==> config.mk <==
export PLATFORM = sky130hd
export DESIGN_NAME = intr_aggregator
export DESIGN_NICKNAME = d
export VERILOG_FILES = /design/src/rtl/intr_aggr_pkg.sv /design/src/rtl/intr_sticky.sv /design/src/rtl/intr_lowest.sv /design/src/rtl/intr_fwd.sv /design/src/rtl/intr_aggregator.sv
export SDC_FILE = /design/constraint.sdc
export NUM_CORES = 1
export LEC_CHECK = 0
export BUFFER_PORTS_ARGS = -buffer_cell sky130_fd_sc_hd__buf_2
export CORE_ASPECT_RATIO = 2
export CORE_MARGIN = 3
export CORE_UTILIZATION = 45
export CTS_CLUSTER_DIAMETER = 50
export DETAILED_ROUTE_END_ITERATION = 7
export PLACE_DENSITY = 0.69
export SYNTH_ARGS = -nofsm -noshare
export SYNTH_HDL_FRONTEND = slang
export SYNTH_HIERARCHICAL = 1
export SYNTH_SLANG_ARGS = --single-unit
export TNS_END_PERCENT = 1
==> constraint.sdc <==
create_clock -name clk -period 5.4 [get_ports clk]
set_input_delay 1.08 -clock clk [delete_from_list [all_inputs] [get_ports clk]]
set_output_delay 1.08 -clock clk [all_outputs]
set_load 0.1 [all_outputs]
==> src/rtl/intr_aggr_pkg.sv <==
package intr_aggr_pkg;
  localparam int A_CORE_ST    = 0;
  localparam int A_CORE_CAUSE = 1;
  localparam int A_MBOX_ST    = 2;
  localparam int A_BDMA_ST    = 3;
  localparam int A_MASK       = 4;
  localparam int A_SRCIDX     = 5;
  localparam int A_CLASS      = 6;
  localparam int IDX_VALID_BIT = 8;
  localparam logic [1:0] CAUSE_NONE   = 2'b00;
  localparam logic [1:0] CAUSE_PGFLT  = 2'b01;
  localparam logic [1:0] CAUSE_DMAERR = 2'b10;
  localparam logic [1:0] CAUSE_DONE   = 2'b11;
endpackage

==> src/rtl/intr_sticky.sv <==
module intr_sticky #(
  parameter int W = 8
) (
  input  logic         clk,
  input  logic         rst,
  input  logic [W-1:0] set_i,
  input  logic [W-1:0] clr_i,
  output logic [W-1:0] st_q,
  output logic [W-1:0] st_d
);
  always_comb st_d = (st_q & ~clr_i) | set_i;

  always_ff @(posedge clk) begin
    if (rst) st_q <= '0;
    else     st_q <= st_d;
  end


  set_wins_chk: assert property (@(posedge clk) disable iff (rst)
    (|set_i) |=> ((st_q & $past(set_i)) == $past(set_i)));


  clear_only_by_write_chk: assert property (@(posedge clk) disable iff (rst)
    1'b1 |=> (($past(st_q) & ~st_q & ~$past(clr_i)) == '0));
endmodule

==> src/rtl/intr_lowest.sv <==
module intr_lowest #(
  parameter int N  = 8,
  parameter int IW = 3
) (
  input  logic [N-1:0]  req_i,
  output logic [IW-1:0] idx_o,
  output logic          any_o
);
  always_comb begin
    idx_o = '0;
    for (int i = N - 1; i >= 0; i--) begin
      if (req_i[i]) idx_o = IW'(i);
    end
    any_o = |req_i;
  end


  always_comb begin
    if (any_o) lowest_set_chk: assert (req_i[idx_o]);
  end
endmodule

==> src/rtl/intr_fwd.sv <==
module intr_fwd #(
  parameter int N = 17
) (
  input  logic         clk,
  input  logic         rst,
  input  logic [N-1:0] pend_d_i,
  input  logic         hit_i,
  output logic         irq_level_o,
  output logic         irq_pulse_o
);
  logic any_d;
  always_comb any_d = |pend_d_i;

  always_ff @(posedge clk) begin
    if (rst) begin
      irq_level_o <= 1'b0;
      irq_pulse_o <= 1'b0;
    end else begin
      irq_level_o <= any_d;
      irq_pulse_o <= hit_i | (any_d & ~irq_level_o);
    end
  end


  event_repulse_chk: assert property (@(posedge clk) disable iff (rst)
    hit_i |=> irq_pulse_o);


  pulse_has_level_chk: assert property (@(posedge clk) disable iff (rst)
    irq_pulse_o |-> irq_level_o);


  level_drops_chk: assert property (@(posedge clk) disable iff (rst)
    !any_d |=> !irq_level_o);
endmodule

==> src/rtl/intr_aggregator.sv <==
module intr_aggregator
  import intr_aggr_pkg::*;
#(
  parameter int NCORE = 8,
  parameter int AW    = 3,
  parameter int DW    = 32
) (
  input  logic               clk,
  input  logic               rst,
  input  logic [2*NCORE-1:0] core_cause_i,
  input  logic [NCORE-1:0]   mbox_evt_i,
  input  logic               bdma_evt_i,
  input  logic               reg_wr_i,
  input  logic [AW-1:0]      reg_addr_i,
  input  logic [DW-1:0]      reg_wdata_i,
  output logic [DW-1:0]      reg_rdata_o,
  output logic               irq_level_o,
  output logic               irq_pulse_o
);
  localparam int IW   = (NCORE > 1) ? $clog2(NCORE) : 1;
  localparam int NSRC = 2 * NCORE + 1;

  logic [NCORE-1:0] core_set, core_clr, core_st_q, core_st_d;
  logic [NCORE-1:0] mbox_clr, mbox_st_q, mbox_st_d;
  logic [0:0]       bdma_set, bdma_clr, bdma_st_q, bdma_st_d;
  logic [2*NCORE-1:0] cause_q;
  logic [NSRC-1:0]  mask_q, mask_d, all_set, all_st_d, all_st_q, pend_d, pend_q;
  logic [IW-1:0]    low_idx;
  logic             low_any, hit;
  logic [DW-1:0]    rd_mux;
  logic wr_core, wr_mbox, wr_bdma, wr_mask;

  always_comb begin
    wr_core = reg_wr_i && (reg_addr_i == AW'(A_CORE_ST));
    wr_mbox = reg_wr_i && (reg_addr_i == AW'(A_MBOX_ST));
    wr_bdma = reg_wr_i && (reg_addr_i == AW'(A_BDMA_ST));
    wr_mask = reg_wr_i && (reg_addr_i == AW'(A_MASK));
    core_clr = wr_core ? reg_wdata_i[NCORE-1:0] : '0;
    mbox_clr = wr_mbox ? reg_wdata_i[NCORE-1:0] : '0;
    bdma_clr = wr_bdma ? reg_wdata_i[0:0] : '0;
    bdma_set = bdma_evt_i;
    mask_d   = wr_mask ? reg_wdata_i[NSRC-1:0] : mask_q;
  end

  for (genvar i = 0; i < NCORE; i++) begin : g_core
    always_comb core_set[i] = |core_cause_i[2*i +: 2];

    always_ff @(posedge clk) begin
      if (rst)
        cause_q[2*i +: 2] <= CAUSE_NONE;
      else if (core_set[i] && (!core_st_q[i] || core_clr[i]))
        cause_q[2*i +: 2] <= core_cause_i[2*i +: 2];
      else if (core_clr[i])
        cause_q[2*i +: 2] <= CAUSE_NONE;
    end


    cause_hold_chk: assert property (@(posedge clk) disable iff (rst)
      ($past(core_st_q[i]) && !$past(core_clr[i])) |-> $stable(cause_q[2*i +: 2]));


    cause_present_chk: assert property (@(posedge clk) disable iff (rst)
      core_st_q[i] |-> (cause_q[2*i +: 2] != CAUSE_NONE));
  end

  intr_sticky #(.W(NCORE)) u_core_st (
    .clk(clk), .rst(rst), .set_i(core_set), .clr_i(core_clr),
    .st_q(core_st_q), .st_d(core_st_d));

  intr_sticky #(.W(NCORE)) u_mbox_st (
    .clk(clk), .rst(rst), .set_i(mbox_evt_i), .clr_i(mbox_clr),
    .st_q(mbox_st_q), .st_d(mbox_st_d));

  intr_sticky #(.W(1)) u_bdma_st (
    .clk(clk), .rst(rst), .set_i(bdma_set), .clr_i(bdma_clr),
    .st_q(bdma_st_q), .st_d(bdma_st_d));

  always_ff @(posedge clk) begin
    if (rst) mask_q <= '0;
    else     mask_q <= mask_d;
  end

  always_comb begin
    all_set  = {bdma_set, mbox_evt_i, core_set};
    all_st_d = {bdma_st_d, mbox_st_d, core_st_d};
    all_st_q = {bdma_st_q, mbox_st_q, core_st_q};
    pend_d   = all_st_d & ~mask_d;
    pend_q   = all_st_q & ~mask_q;
    hit      = |(all_set & ~mask_d);
  end

  intr_lowest #(.N(NCORE), .IW(IW)) u_lowest (
    .req_i(core_st_q), .idx_o(low_idx), .any_o(low_any));

  intr_fwd #(.N(NSRC)) u_fwd (
    .clk(clk), .rst(rst), .pend_d_i(pend_d), .hit_i(hit),
    .irq_level_o(irq_level_o), .irq_pulse_o(irq_pulse_o));

  always_comb begin
    rd_mux = '0;
    case (int'(reg_addr_i))
      A_CORE_ST:    rd_mux[NCORE-1:0]   = core_st_q;
      A_CORE_CAUSE: rd_mux[2*NCORE-1:0] = cause_q;
      A_MBOX_ST:    rd_mux[NCORE-1:0]   = mbox_st_q;
      A_BDMA_ST:    rd_mux[0]           = bdma_st_q[0];
      A_MASK:       rd_mux[NSRC-1:0]    = mask_q;
      A_SRCIDX: begin
        if (low_any) begin
          rd_mux[IW-1:0]        = low_idx;
          rd_mux[IDX_VALID_BIT] = 1'b1;
        end
      end
      A_CLASS: begin
        rd_mux[0] = |pend_q[NCORE-1:0];
        rd_mux[1] = |pend_q[2*NCORE-1:NCORE];
        rd_mux[2] = pend_q[NSRC-1];
      end
      default: rd_mux = '0;
    endcase
  end

  always_ff @(posedge clk) begin
    if (rst) reg_rdata_o <= '0;
    else     reg_rdata_o <= rd_mux;
  end


  masked_latch_chk: assert property (@(posedge clk) disable iff (rst)
    (|(core_set & mask_d[NCORE-1:0])) |=> ((core_st_q & $past(core_set)) == $past(core_set)));
endmodule

==> reports/metrics.yaml <==
ys_ff_latch: 69
hold_viol_final: 0
crit_arrival_ps: 3710
power_leakage_nw: 1.99
finalWirelength_mm: 10.9
drc_errors: 0
crit_slowest_cell: "and4bb_1"
synth.cell_area_sq_um: 3850
clkTransAtPathRegs_ps: 60
fin_nets: 583
vias_per_cell: 5.42
cts_tree: "done"
worst_r2r_path_depth: 6
worstSetupStartpointType: "input port"
slew_viol_final: 0
maxSlewHeadroom_pct: 23.4
ctsHtreeMaxLevel: 3
first_pass_iters: 5
dp_slack_ps: 1510
vias: 3378
gp_congestion: 0.871
cp-endpoint: "u_fwd/irq_pulse_o"
drive_gt1_share_pct: 25.1
antenna_found_initial: 0
diodes: 0
grt_overflow: 0
grt_max_degree: 41
setup_viol: 0
track_usage_pct: 23.1
clockBufferDepth: 2
dp_hpwl_mm: 8.54
placed_area_sq_um: 4170
cts_setup_buffers: 0
fin_area_sq_um: 4480
synthArstFlopShare_pct: 0
drt_iter0_markers: 212
die_h_microns: 137
insertion_delay_ps: 340
io_buffers: 66
r2r_slack_ps: 3620
rsz0062_at_grt: "false"
detail_route.wl_per_cell_microns: 17.5
synth-main-ff-cell: "dfxtp_1"
cts_hold_buf: 0
cap_viol_max_count: 0
crit_chain: "buf_2 -> and4bb_1 -> buf_4 -> mux2i_1 -> and2_1 -> or4_1 -> nor3_2 -> a31oi_1"
post_cts_resized: 0
finalPower_w: 0.00142
tightestPinTransition_ps: 1150
synth_edf_count: 0
crit_type: "in -> reg"
fp.dieW_microns: 71.4
grt_pass1_vias: 3393
numClockSinks: 69
power_density_nw_per_um2: 317
fmax_mhz: 286
row_count: 47
fin_tns_setup_ps: 0
area_growth_pct: 16.3
initial_core_util_pct: 46.4
io_pins: 97
hp-class: "reg -> reg"
cts_buffers: 9
setup.worst_path.start: "reg_addr_i[0]"
core-area_sq_um: 8290
fin_crit_ps: 3490
outcome: "complete, no violations"
root_buffer: "clkbuf_16"
path_depth: 8
synth_cells: 461
max_stage_delay_ps: 750
critPathMaxFanout: 25
grt_pass1_wl_mm: 17.1
cp_data_required_time_ps: 5620
fin_ws_ps: 1910
ir_worst_vdd_v: 0.000181
end_kind: "flop"
synth-seq-area-share_pct: 35.9
period_share_pct: 64.7
crit_buf_inv: 2
skew_ps: 5.12
die_area_sq_um: 9770
synth_area_per_cell_sq_um: 8.35
synth_warnings: 6
r2r_start: "u_core_st/st_q[5]"
final_antenna_net_count: 0
reg2reg_to: "u_fwd/irq_pulse_o"
yosysUniqueCellTypes: 52
critPathTopFamily: "simple AND/OR/NAND/NOR gates"
-- state kept, by name (all words and copies together) (netlist names) --
| name | count |
|---|---|
| u_mbox_st/st_q | 8 |
| reg_rdata_o | 17 |
| mask_q | 17 |
| u_bdma_st/st_q | 1 |
| u_fwd/irq_pulse_o | 1 |
| u_core_st/st_q | 8 |
| u_fwd/irq_level_o | 1 |
| cause_q | 16 |
-- synthesized netlist by cell type, drive strengths merged, types with 8 or more instances --
cell type   n  area [sq um]
a22oi      15           113
and2       25           156
mux2i      23           230
dfxtp      69          1380
buf        24           169
a32oi      16           140
a21oi      26           194
nand2b     33           334
nor2b       8          50.1
nor2       61           229
nand2      40           150
or2         8          50.1
clkbuf     11          42.5
inv        42           158
-- area by class of cell --
cell class              instances  area [sq um]
fillers                       813          3820
clock buffers                  10           239
inverters                      42           158
flip-flops and latches         69          1380
repair buffers                 69           353
multi-input cells             329          2150
well taps                      98           123
clock inverters                 6          71.3
-- through the flow --
| stage | std cells | util, % | hold slack [ps] |
|---|---|---|---|
| floorplan | 475 | - | 465 |
| detailed placement | 607 | 50.2 | 501 |
| CTS | 623 | 54.0 | 509 |
| finish | 623 | 54.0 | 507 |
| global route | 623 | 54.0 | 526 |
| global placement | 607 | 50.2 | 489 |
-- worst min path at each step --
stage / start / end / cells past startpoint
2_1_floorplan: cause_q[10] / reg_rdata_o[10] / 2
3_5_place_dp: mask_q[16] / reg_rdata_o[16] / 1
4_1_cts: mask_q[16] / reg_rdata_o[16] / 1
6_report: mask_q[16] / reg_rdata_o[16] / 1
5_1_grt: mask_q[16] / reg_rdata_o[16] / 1
3_3_place_gp: u_fwd/irq_level_o / u_fwd/irq_pulse_o / 2
-- cells in the final DEF (no fill, tap or decap), types with 3 or more instances in the layout --
cell / synthesis / layout
a32oi_1: 16 / 16
or2_2: 8 / 8
conb_1: 1 / 15
o22ai_1: 5 / 5
a21oi_1: 9 / 9
mux2i_1: 23 / 23
nand2_1: 40 / 40
buf_4: 16 / 3
buf_2: 3 / 66
dfxtp_1: 69 / 69
nand2b_4: 17 / 17
o21a_1: 4 / 4
nand3_1: 7 / 7
a31oi_1: 4 / 4
nor2b_1: 8 / 8
and2_1: 25 / 25
nor4_1: 3 / 3
o21ai_0: 5 / 5
inv_1: 42 / 42
clkbuf_16: 0 / 9
nand4_1: 3 / 3
a21oi_2: 17 / 17
a22oi_1: 15 / 15
nor2_1: 61 / 61
nand2b_1: 16 / 16
-- report_power, final --
| group | internal (W) | total, W | switching, W |
|---|---|---|---|
| clock | 0.000373 | 0.000605 | 0.000232 |
| combinational | 0.0000779 | 0.000251 | 0.000173 |
| sequential | 0.000535 | 0.000564 | 0.0000293 |
| total | 0.000985 | 0.00142 | 0.000435 |
-- worst register-to-register path, delay by kind of cell (launching register included) --
family	cells	cell delay, ps
AND/OR/NAND/NOR	5	1130
AO/OA/AOI/OAI	1	120
flip-flops	1	430
-- logic make-up after synthesis --
group	share of synthesized area (%)
simple gates	30.7
flops	35.9
other cells	0.0974
compound gates	16.9
buf+inv	9.59
mux	6.86
-- per-layer routing --
layer / vias up / share of wire [%] / global-route usage [%]
li1: 1655 / - / -
met1: 1604 / 37 / 23.6
met2: 93 / 55 / 42.6
met3: 26 / 3.9 / 4.41
met4: 0 / 4.0 / 13.1
met5: - / 0 / 0
Note: power is estimated with default switching activity, not from simulation.
